===== config.mk =====
export PLATFORM = sky130hd
export DESIGN_NAME = sg_dma_engine
export DESIGN_NICKNAME = d
export VERILOG_FILES = /design/src/rtl/sg_dma_pkg.sv /design/src/rtl/sg_dma_regs.sv /design/src/rtl/sg_dma_desc_asm.sv /design/src/rtl/sg_dma_mover.sv /design/src/rtl/sg_dma_engine.sv
export SDC_FILE = /design/constraint.sdc
export NUM_CORES = 1
export LEC_CHECK = 0
export ABC_CLOCK_PERIOD_IN_PS = 2000
export BUFFER_PORTS_ARGS = -buffer_cell sky130_fd_sc_hd__buf_2
export CAP_MARGIN = 20
export CELL_PAD_IN_SITES_DETAIL_PLACEMENT = 1
export CELL_PAD_IN_SITES_GLOBAL_PLACEMENT = 2
export CORE_MARGIN = 2
export CORE_UTILIZATION = 31
export CTS_BUF_LIST = sky130_fd_sc_hd__clkbuf_8
export DETAILED_ROUTE_END_ITERATION = 12
export PLACE_DENSITY = 0.86
export SLEW_MARGIN = 20
export SYNTH_ARGS = -nofsm -noshare
export SYNTH_HDL_FRONTEND = slang
export SYNTH_SLANG_ARGS = --single-unit

===== constraint.sdc =====
create_clock -name clk -period 2 [get_ports clk]
set_clock_uncertainty 0.05 [all_clocks]
set_input_delay 0.4 -clock clk [delete_from_list [all_inputs] [get_ports clk]]
set_output_delay 0.4 -clock clk [all_outputs]
set_load 0.02 [all_outputs]

===== src/rtl/sg_dma_pkg.sv =====
package sg_dma_pkg;
    localparam int ADDR_W     = 32;
    localparam int WORD_W     = 16;
    localparam int LENF_W     = 16;
    localparam int LEN_W      = LENF_W + 1;
    localparam int WORD_BYTES = WORD_W / 8;

    localparam int CMD_GO  = 0;
    localparam int CMD_DIR = 3;
    localparam int ST_RUN  = 16;
    localparam int ST_ERR  = 17;
    localparam int ST_INT  = 18;
    localparam int ST_CAP0 = 21;
    localparam int ST_CAP1 = 22;

    typedef struct packed {
        logic [ADDR_W-1:0] base;
        logic [LEN_W-1:0]  len;
        logic              last;
    } desc_t;

    function automatic logic [LEN_W-1:0] decode_len(input logic [LENF_W-1:0] raw);
        logic [LENF_W-1:0] even;
        even = {raw[LENF_W-1:1], 1'b0};
        return (even == '0) ? LEN_W'(1 << LENF_W) : {1'b0, even};
    endfunction
endpackage


===== src/rtl/sg_dma_regs.sv =====
module sg_dma_regs
    import sg_dma_pkg::*;
(
    input  logic              clk,
    input  logic              rst,
    input  logic              reg_wr,
    input  logic              reg_addr,
    input  logic [31:0]       reg_wdata,
    output logic [31:0]       reg_rdata,
    input  logic              dev_irq,
    input  logic              xfer_done,
    output logic              start_pulse,
    output logic              active,
    output logic              dir,
    output logic              irq_flag,
    output logic [ADDR_W-1:0] table_ptr
);
    logic              go_q, dir_q, run_q, err_q, int_q, irq_prev_q;
    logic [1:0]        cap_q;
    logic [ADDR_W-3:0] tbl_q;
    logic              wr_ctl, wr_tbl, irq_edge;

    assign wr_ctl      = reg_wr && !reg_addr;
    assign wr_tbl      = reg_wr && reg_addr;
    assign start_pulse = wr_ctl && reg_wdata[CMD_GO] && !go_q;
    assign irq_edge    = dev_irq && !irq_prev_q;

    always_ff @(posedge clk) begin
        if (rst) begin
            go_q <= 1'b0; dir_q <= 1'b0; run_q <= 1'b0; err_q <= 1'b0;
            int_q <= 1'b0; irq_prev_q <= 1'b0; cap_q <= '0; tbl_q <= '0;
        end else begin
            irq_prev_q <= dev_irq;
            if (xfer_done) run_q <= 1'b0;
            if (wr_ctl) begin
                go_q  <= reg_wdata[CMD_GO];
                dir_q <= reg_wdata[CMD_DIR];
                cap_q <= reg_wdata[ST_CAP1:ST_CAP0];
                if (reg_wdata[ST_ERR]) err_q <= 1'b0;
                if (reg_wdata[ST_INT]) int_q <= 1'b0;
                if (start_pulse)                       run_q <= 1'b1;
                else if (!reg_wdata[CMD_GO] && go_q)   run_q <= 1'b0;
            end
            if (irq_edge) int_q <= 1'b1;
            if (wr_tbl) tbl_q <= reg_wdata[ADDR_W-1:2];
        end
    end

    always_comb begin
        if (reg_addr) reg_rdata = {tbl_q, 2'b00};
        else reg_rdata = {8'h00, 1'b0, cap_q, 2'b00, int_q, err_q, run_q,
                          8'h00, 4'h0, dir_q, 2'b00, go_q};
    end

    assign active    = run_q;
    assign dir       = dir_q;
    assign irq_flag  = int_q;
    assign table_ptr = {tbl_q, 2'b00};
endmodule


===== src/rtl/sg_dma_desc_asm.sv =====
module sg_dma_desc_asm
    import sg_dma_pkg::*;
(
    input  logic              clk,
    input  logic              rst,
    input  logic              clear,
    input  logic              load,
    input  logic [WORD_W-1:0] hword,
    output desc_t             desc,
    output logic              complete
);
    logic [1:0]        idx_q;
    logic [WORD_W-1:0] lo_q, hi_q, len_q;

    assign complete = load && (idx_q == 2'd3);

    always_ff @(posedge clk) begin
        if (rst || clear) begin
            idx_q <= '0; lo_q <= '0; hi_q <= '0; len_q <= '0;
        end else if (load) begin
            idx_q <= idx_q + 2'd1;
            case (idx_q)
                2'd0:    lo_q  <= hword;
                2'd1:    hi_q  <= hword;
                2'd2:    len_q <= hword;
                default: ;
            endcase
        end
    end

    always_comb begin
        desc.base = {hi_q, lo_q[WORD_W-1:1], 1'b0};
        desc.len  = decode_len(len_q);
        desc.last = hword[WORD_W-1];
    end
endmodule


===== src/rtl/sg_dma_mover.sv =====
module sg_dma_mover
    import sg_dma_pkg::*;
(
    input  logic              clk,
    input  logic              rst,
    input  logic              start,
    input  logic              active,
    input  logic              dir,
    input  logic [ADDR_W-1:0] table_ptr,
    input  logic              dev_req,
    input  logic [WORD_W-1:0] dev_rdata,
    output logic              dev_ack,
    output logic [WORD_W-1:0] dev_wdata,
    output logic              mem_valid,
    output logic              mem_we,
    output logic [ADDR_W-1:0] mem_addr,
    output logic [WORD_W-1:0] mem_wdata,
    input  logic              mem_ready,
    input  logic [WORD_W-1:0] mem_rdata,
    output logic              done,
    output logic              is_fetch
);
    logic              valid_q, we_q, fetch_q, last_q;
    logic [ADDR_W-1:0] addr_q, dptr_q, baddr_q;
    logic [WORD_W-1:0] wdata_q;
    logic [LEN_W-1:0]  rem_q;
    logic              xfer, data_done, asm_done;
    desc_t             nxt;

    assign xfer      = valid_q && mem_ready;
    assign data_done = xfer && !fetch_q && active && (rem_q != '0);
    assign done      = data_done && last_q && (rem_q == LEN_W'(WORD_BYTES));
    assign dev_ack   = data_done;
    assign dev_wdata = mem_rdata;

    sg_dma_desc_asm u_asm (
        .clk(clk), .rst(rst), .clear(start),
        .load(xfer && fetch_q), .hword(mem_rdata),
        .desc(nxt), .complete(asm_done)
    );

    always_ff @(posedge clk) begin
        if (rst) begin
            valid_q <= 1'b0; we_q <= 1'b0; fetch_q <= 1'b0; last_q <= 1'b0;
            addr_q <= '0; dptr_q <= '0; baddr_q <= '0; wdata_q <= '0; rem_q <= '0;
        end else begin
            if (xfer) begin
                valid_q <= 1'b0;
                if (fetch_q) begin
                    dptr_q <= dptr_q + ADDR_W'(WORD_BYTES);
                    if (asm_done) begin
                        baddr_q <= nxt.base;
                        rem_q   <= nxt.len;
                        last_q  <= nxt.last;
                    end
                end else if (data_done) begin
                    baddr_q <= baddr_q + ADDR_W'(WORD_BYTES);
                    rem_q   <= rem_q - LEN_W'(WORD_BYTES);
                end
            end else if (!valid_q && active && !start) begin
                if (rem_q == '0) begin
                    if (!last_q) begin
                        valid_q <= 1'b1; we_q <= 1'b0; fetch_q <= 1'b1;
                        addr_q  <= dptr_q;
                    end
                end else if (dev_req) begin
                    valid_q <= 1'b1; we_q <= dir; fetch_q <= 1'b0;
                    addr_q  <= baddr_q; wdata_q <= dev_rdata;
                end
            end
            if (start) begin
                dptr_q <= table_ptr;
                rem_q  <= '0;
                last_q <= 1'b0;
            end
        end
    end

    assign mem_valid = valid_q;
    assign mem_we    = we_q;
    assign mem_addr  = addr_q;
    assign mem_wdata = wdata_q;
    assign is_fetch  = fetch_q;
endmodule


===== src/rtl/sg_dma_engine.sv =====
module sg_dma_engine
    import sg_dma_pkg::*;
(
    input  logic              clk,
    input  logic              rst,
    input  logic              reg_wr,
    input  logic              reg_addr,
    input  logic [31:0]       reg_wdata,
    output logic [31:0]       reg_rdata,
    output logic              mem_valid,
    output logic              mem_we,
    output logic [ADDR_W-1:0] mem_addr,
    output logic [WORD_W-1:0] mem_wdata,
    input  logic              mem_ready,
    input  logic [WORD_W-1:0] mem_rdata,
    input  logic              dev_req,
    input  logic [WORD_W-1:0] dev_rdata,
    output logic              dev_ack,
    output logic [WORD_W-1:0] dev_wdata,
    input  logic              dev_irq
);
    logic              start_w, active_w, dir_w, irq_w, done_w, fetch_w;
    logic [ADDR_W-1:0] tbl_w;

    sg_dma_regs u_regs (
        .clk(clk), .rst(rst), .reg_wr(reg_wr), .reg_addr(reg_addr),
        .reg_wdata(reg_wdata), .reg_rdata(reg_rdata), .dev_irq(dev_irq),
        .xfer_done(done_w), .start_pulse(start_w), .active(active_w),
        .dir(dir_w), .irq_flag(irq_w), .table_ptr(tbl_w)
    );

    sg_dma_mover u_mover (
        .clk(clk), .rst(rst), .start(start_w), .active(active_w), .dir(dir_w),
        .table_ptr(tbl_w), .dev_req(dev_req), .dev_rdata(dev_rdata),
        .dev_ack(dev_ack), .dev_wdata(dev_wdata), .mem_valid(mem_valid),
        .mem_we(mem_we), .mem_addr(mem_addr), .mem_wdata(mem_wdata),
        .mem_ready(mem_ready), .mem_rdata(mem_rdata), .done(done_w),
        .is_fetch(fetch_w)
    );
endmodule


==> out/metrics.yaml <==
global_route:
  grt_pass1_vias: 11110
  grtUsageTotal_pct: 23.60
  grt_pass1_wl_mm: 62.73
  antenna_found_initial: 1
  grt_max_degree: 70
  gr-total-overflow: 0
placed_design:
  port_buffers: 166
  pre_cts_slack_ps: -364.7
  hpwl_mm: 27.93
  gp_congestion: 0.9090
  placed_area_um2: 12300
sta:
  worst_pin_slew_ps: 645.0
  finalCriticalPeriod_ps: 2328
  hold_viol: 0
  holdWs_ps: 29.43
  post-route-period-util_pct: 116.4
  slew_headroom_pct: 57.00
  max_freq_ghz: 0.4295
  setup_viol: 76
  rsz0062_at_grt: "yes"
  fin_ws_ps: -328.1
  slew_violations: 0
  finalSetupTns_ps: -14790
layout:
  drive_gt1_share_pct: 35.33
  layout_commonest_cell: "nand2_1"
  final_cell_mix: "236 x nand2_1, 204 x dfxtp_1, 164 x buf_2"
  synthToLayoutAreaGrowth_pct: 42.79
  antenna_cells: 0
  fill_cells: 3927
  finish.instance_area_um2: 14480
  fin_nets: 1654
logic_synthesis:
  yosys_warnings: 0
  synth_fa_ha_area_share_pct: 0.8637
  muxShareOfSynthArea_pct: 1.234
  synth_ff_type: "dfxtp_1"
  synthSimpleGateAreaFrac_pct: 27.93
  synth_top_family_by_area: "simple AND/OR/NAND/NOR gates"
  synth_cell_types: 76
  synthArstFlopShare_pct: 0
  avgSynthCellArea_um2: 7.855
  synth_area_um2: 10140
  synthXorXnorAreaFrac_pct: 2.677
  ys_seq_area_share_pct: 42.25
  synth_edf_count: 0
  ys_ff_latch: 214
  synth_compound_area_share_pct: 18.91
  synth_cells: 1291
worst_setup_path:
  start_kind: "register"
  worstPathRequired_ps: 1550
  r2r_slack_ps: -320
  arrival_ps: 1880
  crit_fanout: 2
  r2r_cells: 11
  critPathKind: "register to output port"
  crit_path_end_kind: "output port"
  regToRegEndpoint: "u_mover.baddr_q[16]"
  r2r-start: "u_mover.rem_q[14]"
detailed_routing:
  detail_route.vias_per_cell: 5.390
  post-route-drc-count: 0
  postRouteAntennaNets: 0
  wl_per_cell_um: 20.54
  vias: 11030
  drt_iter0_markers: 564
  drtPass1Iterations: 5
  wl_mm: 42.04
power_and_ir_drop:
  irDropWorstVdd_mv: 0.7880
  swShare_pct: 27.05
  p_switching_uw: 2642
  clockPowerShare_pct: 44.1
  power_frac_seq_pct: 45.8
  p_leak_uw: 0.005746
  power.density_nw_per_um2: 674.3
  p_total_uw: 9764
  p_comb_share_pct: 10.1
  internal-power_uw: 7123
min_path:
  min_to: "u_regs.tbl_q[5]"
  hold_depth: 3
  hold_start: "reg_wdata[7]"
  worstHoldPathType: "input pin to register"
clock_tree:
  clock_sinks: 214
  cts_tree: "built"
  cts.path.max_buffers: 3
  cts-root-buf: "clkbuf_8"
  htreeDepth: 2
  numCtsBuffers: 40
  clkLatencyLatePin_ps: 580
  clk_pin_slew_worst_paths_ps: 60
job:
  maxCapViolations: 0
status:
  outcome: "finished, violations left"
  violations: "setup timing"
floorplan:
  core_um2: 32370
  row_count: 66
  die_w_um: 184.9
  die_area_um2: 34180
  ios: 170
  die_h_um: 184.9
  initial_core_util_pct: 31.33
## state kept, by name (all words and copies together) (netlist names)
register,count
u_regs.dir,1
u_regs.go_q,1
u_regs.irq_prev_q,1
u_mover.dptr_q,31
u_regs.tbl_q,30
u_mover.mem_addr,31
u_regs.cap_q,2
u_mover.u_asm.len_q,15
u_mover.baddr_q,31
u_mover.u_asm.hi_q,16
u_mover.mem_wdata,16
u_mover.u_asm.lo_q,15
u_mover.rem_q,16
u_mover.is_fetch,1
u_mover.mem_we,1
u_regs.active,1
u_regs.irq_flag,1
u_mover.u_asm.idx_q,2
u_mover.mem_valid,1
u_mover.last_q,1
## cell usage after synthesis, drive strengths merged (17+ instances only)
master    n  share of area (%)
a211oi   31                2.3
a21oi   142                7.0
and2     39                2.4
buf      47                2.9
clkbuf   70                2.6
dfxtp   214                 42
inv      17               0.63
nand2   245                9.1
nand3    32                1.7
nand4    32                2.0
nor2     88                3.3
nor3     56                2.9
nor4     26                1.9
o21ai    33                1.6
o22ai    35                2.2
xnor2    19                1.6
## routing by layer
| metal | GRT usage (%) | vias to the layer above | part of all wire, % |
|---|---|---|---|
| li1 | - | 5151 | - |
| met1 | 30.08 | 5486 | 43 |
| met2 | 38.97 | 310 | 48 |
| met3 | 5.289 | 84 | 5.4 |
| met4 | 8.730 | 2 | 3.0 |
| met5 | 0 | - | 0.031 |
## critical path, stage by stage (launching register included)
cell      delay, ps
dfxtp_2         340
nor4_4          310
buf_4           160
nand4_1         110
nand2b_1        190
inv_4            70
buf_6           130
## how the worst max path moves through the flow
| stage | cells after the start | from | end |
|---|---|---|---|
| 2_1_floorplan | 6 | u_mover.rem_q[12] | dev_ack |
| 3_3_place_gp | 8 | u_mover.rem_q[12] | u_mover.mem_addr[3] |
| 3_5_place_dp | 6 | u_mover.rem_q[12] | u_mover.baddr_q[20] |
| 4_1_cts | 6 | u_mover.rem_q[15] | dev_ack |
| 5_1_grt | 6 | u_mover.rem_q[12] | dev_ack |
| 6_report | 6 | u_mover.rem_q[12] | dev_ack |
## timing repair
item | in CTS | in global routing
endpoints found under the setup margin | 110 | 116
pin swaps | 40 | 50
cloned | 8 | 2
buffers inserted | 20 | 19
hold buffers | 0 | 0
resized for setup | 79 | 144
## cell type report
class                           instances  area [um^2]  area share [%]
Clock inverter                         21        112.6          0.7777
Clock buffer                           50        688.2           4.752
Inverter                               17        66.31          0.4580
Multi-Input combinational cell        944         5989           41.36
Timing Repair Buffer                  359         2771           19.14
Tap cell                              442        553.0           3.819
Sequential cell                       214         4299           29.69
## kinds of logic (layout without fill, tap and decap cells)
family / Yosys count / after routing
AND/OR/NAND/NOR: 580 / 580
AO/OA/AOI/OAI: 312 / 312
flip-flops: 214 / 214
buffers and inverters: 134 / 447
XOR/XNOR: 31 / 31
multiplexers: 12 / 12
adder cells (fa/ha/maj): 7 / 7
other: 1 / 2
## stage by stage
step	std cells	util (%)
3_5_place_dp	1931	37.99
4_1_cts	2029	42.56
2_1_floorplan	1292	-
5_1_grt	2047	44.73
3_3_place_gp	1931	37.99
6_report	2047	44.73
## power by group through the flow
stage / clock network [uW] / registers, uW / logic, uW
floorplan: 0 / 4580 / 438
global placement: 0 / 4540 / 829
detailed placement: 0 / 4550 / 843
CTS: 4410 / 4460 / 922
global route: 4610 / 4480 / 1060
finish: 4310 / 4470 / 981
No activity file was read; power rests on OpenSTA's default activity.
